<file path="config.mk">
export PLATFORM = sky130hd
export DESIGN_NAME = serial_port_guard
export DESIGN_NICKNAME = d
export VERILOG_FILES = /design/src/rtl/serial_port_guard.sv
export SDC_FILE = /design/constraint.sdc
export NUM_CORES = 1
export LEC_CHECK = 0
export ABC_AREA = 1
export CAP_MARGIN = 25
export CORE_MARGIN = 4
export CORE_UTILIZATION = 35
export DETAILED_ROUTE_END_ITERATION = 10
export SETUP_SLACK_MARGIN = 0.4
export SYNTH_ARGS = -nofsm -noshare
export SYNTH_HDL_FRONTEND = slang
export SYNTH_SLANG_ARGS = --single-unit
export TNS_END_PERCENT = 5
</file>
<file path="constraint.sdc">
create_clock -name clk -period 2.6 [get_ports clk]
set_input_delay 0.52 -clock clk [delete_from_list [all_inputs] [get_ports clk]]
set_output_delay 0.52 -clock clk [all_outputs]
set_load 0.03 [all_outputs]
</file>
<file path="src/rtl/serial_port_guard.sv">
module serial_port_guard #(
  parameter int DEPTH = 16,
  parameter int OVS   = 16
) (
  input  logic       clk,
  input  logic       rst_n,
  input  logic       tick,
  input  logic       rxd,
  output logic       txd,
  input  logic [2:0] addr,
  input  logic       wr,
  input  logic       rd,
  input  logic [7:0] wdata,
  output logic [7:0] rdata
);
  localparam int AW = $clog2(DEPTH);
  localparam int CW = $clog2(OVS);
  localparam logic [CW-1:0] MID = CW'(OVS/2 - 1);
  localparam logic [CW-1:0] LST = CW'(OVS - 1);
  localparam logic [2:0] A_DATA = 3'd0, A_CTRL = 3'd2, A_STAT = 3'd5, A_GUARD = 3'd6;

  typedef enum logic [2:0] {R_IDLE, R_START, R_DATA, R_PAR, R_STOP, R_HOLD} rx_st_t;

  rx_st_t        rx_st;
  logic [CW-1:0] rx_cnt;
  logic [2:0]    rx_bit;
  logic [7:0]    rx_sh;
  logic          rx_par, rx_seen1;

  logic          push;
  logic [10:0]   push_ent;

  logic [10:0]   mem [DEPTH];
  logic [AW-1:0] wp, rp;
  logic [AW:0]   fcnt;
  logic          fifo_en, ovr, head_clr;
  logic [7:0]    guard;

  logic          tx_busy, tx_ph;
  logic [CW-1:0] tx_cnt;
  logic [9:0]    tx_sh;
  logic [3:0]    tx_nb;
  logic [7:0]    tx_left;

  wire rd_data = rd && addr == A_DATA;
  wire rd_stat = rd && addr == A_STAT;
  wire wr_ctrl = wr && addr == A_CTRL;
  wire empty   = fcnt == '0;
  wire pop     = rd_data && !empty;
  wire full    = fifo_en ? (fcnt == (AW+1)'(DEPTH)) : !empty;
  wire blocked = full && !pop;
  wire wr_en   = push && !blocked;
  wire ovwr    = push && blocked && !fifo_en;
  wire drop    = push && blocked && fifo_en;
  wire at_mid  = tick && rx_cnt == MID;
  wire at_end  = tick && rx_cnt == LST;

  wire [10:0] head  = mem[rp];
  wire [2:0]  hflag = (!empty && !head_clr) ? head[10:8] : 3'b000;
  wire [7:0]  stat  = {2'b00, !tx_busy, hflag, ovr, !empty};

  always_comb begin
    push     = rx_st == R_STOP && at_end;
    push_ent = {!rxd && !rx_seen1, !rxd && rx_seen1, rx_par != ^rx_sh, rx_sh};
  end

  always_ff @(posedge clk or negedge rst_n) begin
    if (!rst_n) begin
      rx_st <= R_IDLE; rx_cnt <= '0; rx_bit <= '0;
      rx_sh <= '0; rx_par <= 1'b0; rx_seen1 <= 1'b0;
    end else begin
      case (rx_st)
        R_IDLE: if (tick && !rxd) begin rx_st <= R_START; rx_cnt <= '0; end
        R_START: if (tick) begin
          if (rx_cnt == MID) begin
            if (rxd) rx_st <= R_IDLE;
            else begin rx_st <= R_DATA; rx_cnt <= '0; rx_bit <= '0; rx_seen1 <= 1'b0; end
          end else rx_cnt <= rx_cnt + 1'b1;
        end
        R_DATA: if (tick) begin
          if (at_end) begin
            rx_cnt <= '0; rx_sh <= {rxd, rx_sh[7:1]}; rx_seen1 <= rx_seen1 | rxd;
            rx_bit <= rx_bit + 1'b1;
            if (rx_bit == 3'd7) rx_st <= R_PAR;
          end else rx_cnt <= rx_cnt + 1'b1;
        end
        R_PAR: if (tick) begin
          if (at_end) begin
            rx_cnt <= '0; rx_par <= rxd; rx_seen1 <= rx_seen1 | rxd; rx_st <= R_STOP;
          end else rx_cnt <= rx_cnt + 1'b1;
        end
        R_STOP: if (tick) begin
          if (at_end) begin rx_cnt <= '0; rx_st <= rxd ? R_IDLE : R_HOLD; end
          else rx_cnt <= rx_cnt + 1'b1;
        end
        R_HOLD: if (tick && rxd) rx_st <= R_IDLE;
        default: rx_st <= R_IDLE;
      endcase
    end
  end

  always_ff @(posedge clk) begin
    if (wr_en) mem[wp] <= push_ent;
    if (ovwr)  mem[rp] <= push_ent;
  end

  always_ff @(posedge clk or negedge rst_n) begin
    if (!rst_n) begin
      wp <= '0; rp <= '0; fcnt <= '0; fifo_en <= 1'b0; head_clr <= 1'b0;
    end else if (wr_ctrl) begin
      wp <= '0; rp <= '0; fcnt <= '0; fifo_en <= wdata[0]; head_clr <= 1'b0;
    end else begin
      if (wr_en) wp <= wp + 1'b1;
      if (pop)   rp <= rp + 1'b1;
      fcnt <= fcnt + (AW+1)'(wr_en) - (AW+1)'(pop);
      if (pop || ovwr || (wr_en && empty)) head_clr <= 1'b0;
      else if (rd_stat)                    head_clr <= 1'b1;
    end
  end

  always_ff @(posedge clk or negedge rst_n) begin
    if (!rst_n)              ovr <= 1'b0;
    else if (drop || ovwr)   ovr <= 1'b1;
    else if (rd_stat)        ovr <= 1'b0;
  end

  always_ff @(posedge clk or negedge rst_n) begin
    if (!rst_n)                       guard <= 8'h01;
    else if (wr && addr == A_GUARD)   guard <= wdata;
  end

  wire tx_go = wr && addr == A_DATA && !tx_busy;

  always_ff @(posedge clk or negedge rst_n) begin
    if (!rst_n) begin
      tx_busy <= 1'b0; tx_ph <= 1'b0; tx_cnt <= '0;
      tx_sh <= '1; tx_nb <= '0; tx_left <= '0;
    end else if (tx_go) begin
      tx_busy <= 1'b1; tx_ph <= 1'b0; tx_cnt <= '0; tx_nb <= '0;
      tx_sh   <= {^wdata, wdata, 1'b0};
      tx_left <= (guard == 8'd0) ? 8'd1 : guard;
    end else if (tx_busy && tick) begin
      if (tx_cnt == LST) begin
        tx_cnt <= '0;
        if (!tx_ph) begin
          tx_sh <= {1'b1, tx_sh[9:1]};
          if (tx_nb == 4'd9) tx_ph <= 1'b1;
          else tx_nb <= tx_nb + 1'b1;
        end else if (tx_left == 8'd1) tx_busy <= 1'b0;
        else tx_left <= tx_left - 1'b1;
      end else tx_cnt <= tx_cnt + 1'b1;
    end
  end

  assign txd = (tx_busy && !tx_ph) ? tx_sh[0] : 1'b1;

  always_comb begin
    case (addr)
      A_DATA:  rdata = empty ? 8'h00 : head[7:0];
      A_CTRL:  rdata = {7'b0, fifo_en};
      A_STAT:  rdata = stat;
      A_GUARD: rdata = guard;
      default: rdata = 8'h00;
    endcase
  end
endmodule


</file>
After elaboration in Yosys (flattened, before gate mapping)
Memories as Yosys holds them, arrays and structs flattened. Cells that the tools add are included.

Bits in registers: 72. Memory bits (writable): 176. Word-level logic and storage cells: 213. Memories kept: 1.

Memory list: mem (words 16, bits a word 11, read ports 1, clocked after Yosys merged registers in 0, wr ports 1, RTL line 33) `logic [10:0] mem [DEPTH];`.

Add/subtract/negate cells: 9. Equal/unequal tests: 35. Muxes and demuxes: 83. Bitwise operators: 1. Reductions and logical operators: 65.

Operators with widths (number): $mux 4 (19); $mux 8 (7); $mux 3 (18); $mux 10 (4); $pmux 8 s4 (1); $ne 2x2->1 const B (14); $mux 1 (27); $logic_and 1x1->1 (22); $add 4x1->4 const B (5); $pmux 3 s6 (1); $reduce_bool 2->1 (9); $reduce_xor 8->1 (2); $eq 3x3->1 const B (5); $eq 4x4->1 const B (3); $pmux 4 s3 (1); $reduce_and 4->1 (3); $reduce_and 6->1 (2); $mux 11 (1); $reduce_and 11->1 (1); $reduce_or 11->1 (1); $eq 3x2->1 const B (3); $logic_not 1->1 (9); $reduce_and 3->1 (3); $eq 8x1->1 const B (1); other kinds (24) (31).

Logic depth before layout (Yosys ltp)
Depth after elaboration: 11. Mapped depth: 14. Gate-level depth less buffers: 14.

Worst setup path before layout
No wires, ideal clock.

Kind: flip-flop to flip-flop. From: register fcnt[3]. To: register fcnt[4]. Setup time: 129 ps. Data arrival time: 2382 ps. Path slack: 89 ps. Cell stages (with the launch flop): 14. Buffers on the path: 0. Cells stage by stage: dfrtp_1 > inv_1 > ha_1 > nand3_2 > nand3_1 > nand2_1 > ha_1 > inv_1 > ha_1 > fa_1 > a21oi_1 > o21ai_0 > o21ai_0 > a21oi_1.

Longest elaborated chain between the ends: 10. Elaborated cells between the ends (all ways): 12.

RTL lines: start: declaration (RTL line 35) `logic [AW:0] fcnt;`; start signal: assignment (RTL line 115) `fcnt <= fcnt + (AW+1)'(wr_en) - (AW+1)'(pop);`; $logic_not 5->1 (RTL line 48) `wire empty = fcnt == '0;`; $logic_not 1->1 (RTL line 49, 50); $logic_and 1x1->1 (RTL line 49) `wire pop = rd_data && !empty;`; $logic_not 1->1 (RTL line 51) `wire blocked = full && !pop;`; $logic_and 1x1->1 (RTL line 51); $logic_not 1->1 (RTL line 52) `wire wr_en = push && !blocked;`; $logic_and 1x1->1 (RTL line 52); $add 5x1->5 (RTL line 115); $sub 5x1->5 (*) (RTL line 115); $mux 5 (*) (RTL line 110) `end else if (wr_ctrl) begin`.

Every way passes the cells marked *; elsewhere a longest branch is shown, timed or not. A chain may end at the register's enable or synchronous reset.

Worst setup path in the final report
From: register rp[0]. To: output rdata[3].

Longest elaborated chain between the ends: 3. Elaborated cells between the ends (all ways): 4.

RTL lines: start: declaration (RTL line 34) `logic [AW-1:0] wp, rp;`; start signal: assignment (RTL line 114) `if (pop) rp <= rp + 1'b1;`; $mem_v2 16x11 (*); $mux 3 / $mux 8 (equally long branches) (RTL line 59, 159); $pmux 8 s4 (*) (RTL line 158) `case (addr)`; end: declaration (RTL line 14) `output logic [7:0] rdata`.

Marked as above.

==> results.py <==
metrics = {
    "worst_hold_path": {
        "hp-start": "tx_sh[0]$_DFFE_PN1P_",
        "whs_path_depth": 2,
        "hold_path_class": "register to register",
        "holdPathEnd": "tx_sh[0]$_DFFE_PN1P_",
    },
    "setup_path": {
        "r2r_slack_ps": 170,
        "worstPathArrival_ps": 2310,
        "cp_max_fo": 7,
        "path_class": "register to output port",
        "r2r_start": "rx_cnt[0]$_DFFE_PN0P_",
        "r2r_end": "fcnt[4]$_DFF_PN0_",
        "required_ps": 2080,
        "crit_path_start_kind": "register",
        "end_kind": "output port",
        "worstRegToRegCells": 14,
    },
    "synth": {
        "ys_ff_latch": 248,
        "synthCells": 1127,
        "synth_top_cell_by_area": "edfxtp_1",
        "synth_top_area_share_pct": 46.07,
        "synth_fp_nets": 1161,
        "synth_edf_count": 176,
        "synth.distinct_cells": 47,
        "avgSynthCellArea_um2": 10.18,
        "async_flop_share_pct": 29.03,
        "ys.flop_type": "edfxtp_1",
        "yosysWarnings": 0,
        "yosysSeqAreaShare_pct": 61.90,
        "yosys-top-cells-area": "edfxtp_1 46%, dfrtp_1 13%, nand2_1 6.5%, nor2_1 5.4%, o21ai_0 5.2%",
        "syn_area_mm2": 0.01147,
    },
    "finish": {
        "seq_area_mm2": 0.007103,
        "diodes": 0,
        "multi_input_area_mm2": 0.004274,
        "mostFrequentLayoutCells": "176 x edfxtp_1, 173 x nand2_1, 140 x nor2_1",
        "fin_area_mm2": 0.01461,
        "nets": 1263,
        "n_fill_cell": 2957,
        "drive_gt1_share_pct": 23.02,
        "syn_to_final_growth_pct": 27.35,
        "mostFrequentLayoutCell": "edfxtp_1",
    },
    "sta": {
        "clock_skew_ps": 18.98,
        "fin_crit_sh_pct": 109.0,
        "slew_headroom_pct": 63.60,
        "final_max_slew_viol_count": 0,
        "rsz0062_at_grt": "yes",
        "fmaxAchievable_mhz": 352.8,
        "setup_violations": 8,
        "period_needed_ps": 2834,
        "tightest_slew_ps": 546.0,
        "worst_slack_ps": -234.5,
        "finalHoldViolations": 0,
        "timing.hold.ws_ps": 486.3,
    },
    "global_routing": {
        "grt_max_degree": 42,
        "antenna_found_initial": 0,
        "grt_pass1_wl_mm": 47.00,
        "globalRouteTotalUtil_pct": 16.38,
        "grt_overflow": 0,
        "grt_pass1_vias": 8329,
    },
    "floorplanning": {
        "die-width_um": 189.0,
        "die_y_um": 189.0,
        "rows": 66,
        "pin_count": 26,
        "coreArea_mm2": 0.03245,
        "die_area_mm2": 0.03573,
        "start_util_pct": 35.35,
    },
    "clocking": {
        "htree_levels": 1,
        "cts.clk_slew.worst_paths_ps": 60,
        "cts.sinks": 248,
        "cts-buffers-inserted": 27,
        "clockBufferDepth": 3,
        "cts_tree": "yes",
        "clock_latency_ps": 530,
        "cts_root_buf": "clkbuf_16",
    },
    "outcome": {
        "violations": "negative setup slack",
        "status": "complete, but fails checks",
    },
    "detailed_routing": {
        "post-route-drc-count": 0,
        "drtAntennaViolNets": 0,
        "vias": 8473,
        "dr.pass1.iters": 5,
        "vias_per_cell": 5.017,
        "initialDrtViolationCount": 688,
        "wl_mm": 30.36,
        "wl_per_cell_um": 17.97,
    },
    "place": {
        "dp_hpwl_mm": 17.94,
        "place_ws_ps": -291.3,
        "port_buffers": 25,
        "gp_congestion": 0.8468,
        "place_area_mm2": 0.01269,
    },
    "run": {
        "maxCapViolCount": 0,
    },
    "power_and_ir_drop": {
        "p_leak_nw": 5.597,
        "powerDensity_mw_per_mm2": 840.4,
        "peakVddDrop_mv": 0.4762,
    },
}
[per-stage QoR]
step	total power [W]	setup TNS (ps)	cells	utilization [%]
floorplan	0.006938	0	1127	-
global placement	0.007916	-37390	1617	39.09
detailed placement	0.007956	-42140	1617	39.09
CTS	0.01199	-1605	1681	43.73
global route	0.01298	-2243	1689	45.01
finish	0.01228	-1625	1689	45.01
[worst max-delay path by stage]
stage,start,end,slack (ps),cells past startpoint
3_5_place_dp,tick,mem[1][8]$_DFFE_PP_,-290,11
3_3_place_gp,tick,fcnt[4]$_DFF_PN0_,-260,14
5_1_grt,rp[0]$_DFFE_PN0P_,rdata[3],-310,11
6_report,rp[0]$_DFFE_PN0P_,rdata[3],-230,11
2_1_floorplan,tick,fcnt[4]$_DFF_PN0_,230,14
4_1_cts,rp[0]$_DFFE_PN0P_,rdata[3],-240,11
[sequential cells by signal (all words and copies together) (netlist names), 5 cells and up]
name / count
tx_sh: 10
guard: 8
mem: 176
tx_left: 8
fcnt: 5
rx_sh: 8
[synthesized netlist by cell type (2+ instances only)]
| cell | count |
|---|---|
| a211oi_1 | 3 |
| a21oi_1 | 24 |
| a21oi_2 | 8 |
| a31oi_1 | 3 |
| buf_1 | 4 |
| buf_2 | 19 |
| buf_4 | 2 |
| buf_6 | 7 |
| clkbuf_1 | 15 |
| dfrtp_1 | 61 |
| dfstp_2 | 11 |
| edfxtp_1 | 176 |
| ha_1 | 16 |
| inv_1 | 85 |
| inv_2 | 6 |
| nand2_1 | 198 |
| nand2_2 | 7 |
| nand2_4 | 4 |
| nand3_1 | 89 |
| nand4_1 | 2 |
| nor2_1 | 164 |
| nor2_2 | 3 |
| nor2_4 | 6 |
| nor3_1 | 8 |
| o211ai_1 | 33 |
| o21a_1 | 3 |
| o21ai_0 | 119 |
| o21ai_1 | 5 |
| o21ai_2 | 3 |
| o31ai_1 | 3 |
| or2_2 | 6 |
| xnor2_1 | 12 |
| xor2_1 | 8 |
[report_power, final]
part,internal [W],switching [W]
Sequential,0.00450,0.000255
Clock,0.00193,0.00147
Combinational,0.00168,0.00244
[critical path: stages, from the launching register on]
cell and delay, ps:
dfrtp_2 490, buf_12 190, buf_12 150, nor2_4 90, nor2_1 40, o21ai_1 70
o211ai_1 140, nand3_1 150, nand2_2 110, nand2_2 100, nand3_4 90, buf_12 150
[area by class of cell]
cell class                      count  area share [%]
Clock inverter                      7          0.2141
Inverter                           91           2.441
Multi-Input combinational cell    741           29.26
Timing Repair Buffer              120           10.65
Sequential cell                   248           48.63
Tap cell                          442           3.786
Clock buffer                       40           5.028
[cell families (layout without fill, tap and decap cells)]
kind of cell / Yosys count / in the layout / synth area share (%)
simple gates: 494 / 494 / 18.66
fa+ha+maj: 17 / 17 / 1.920
flops: 248 / 248 / 61.90
compound gates: 209 / 209 / 10.65
mux: 1 / 1 / 0.09816
buf+inv: 138 / 258 / 5.246
xor+xnor: 20 / 20 / 1.527
[routing by layer]
metal	track usage, %	vias up	share of wire (%)
li1	-	4066	-
met1	23.17	4127	45
met2	27.06	229	48
met3	1.899	51	5.1
met4	4.204	0	2.6
met5	0	-	0
[repair_timing]
action	CTS	global route
gates resized for setup	138	69
endpoints found under the setup margin	188	188
gates cloned	9	7
hold endpoints to repair	12	0
pin swaps	50	62
buffers inserted	7	1
hold buffers	1	0
Power figures use the tool's default switching activity.
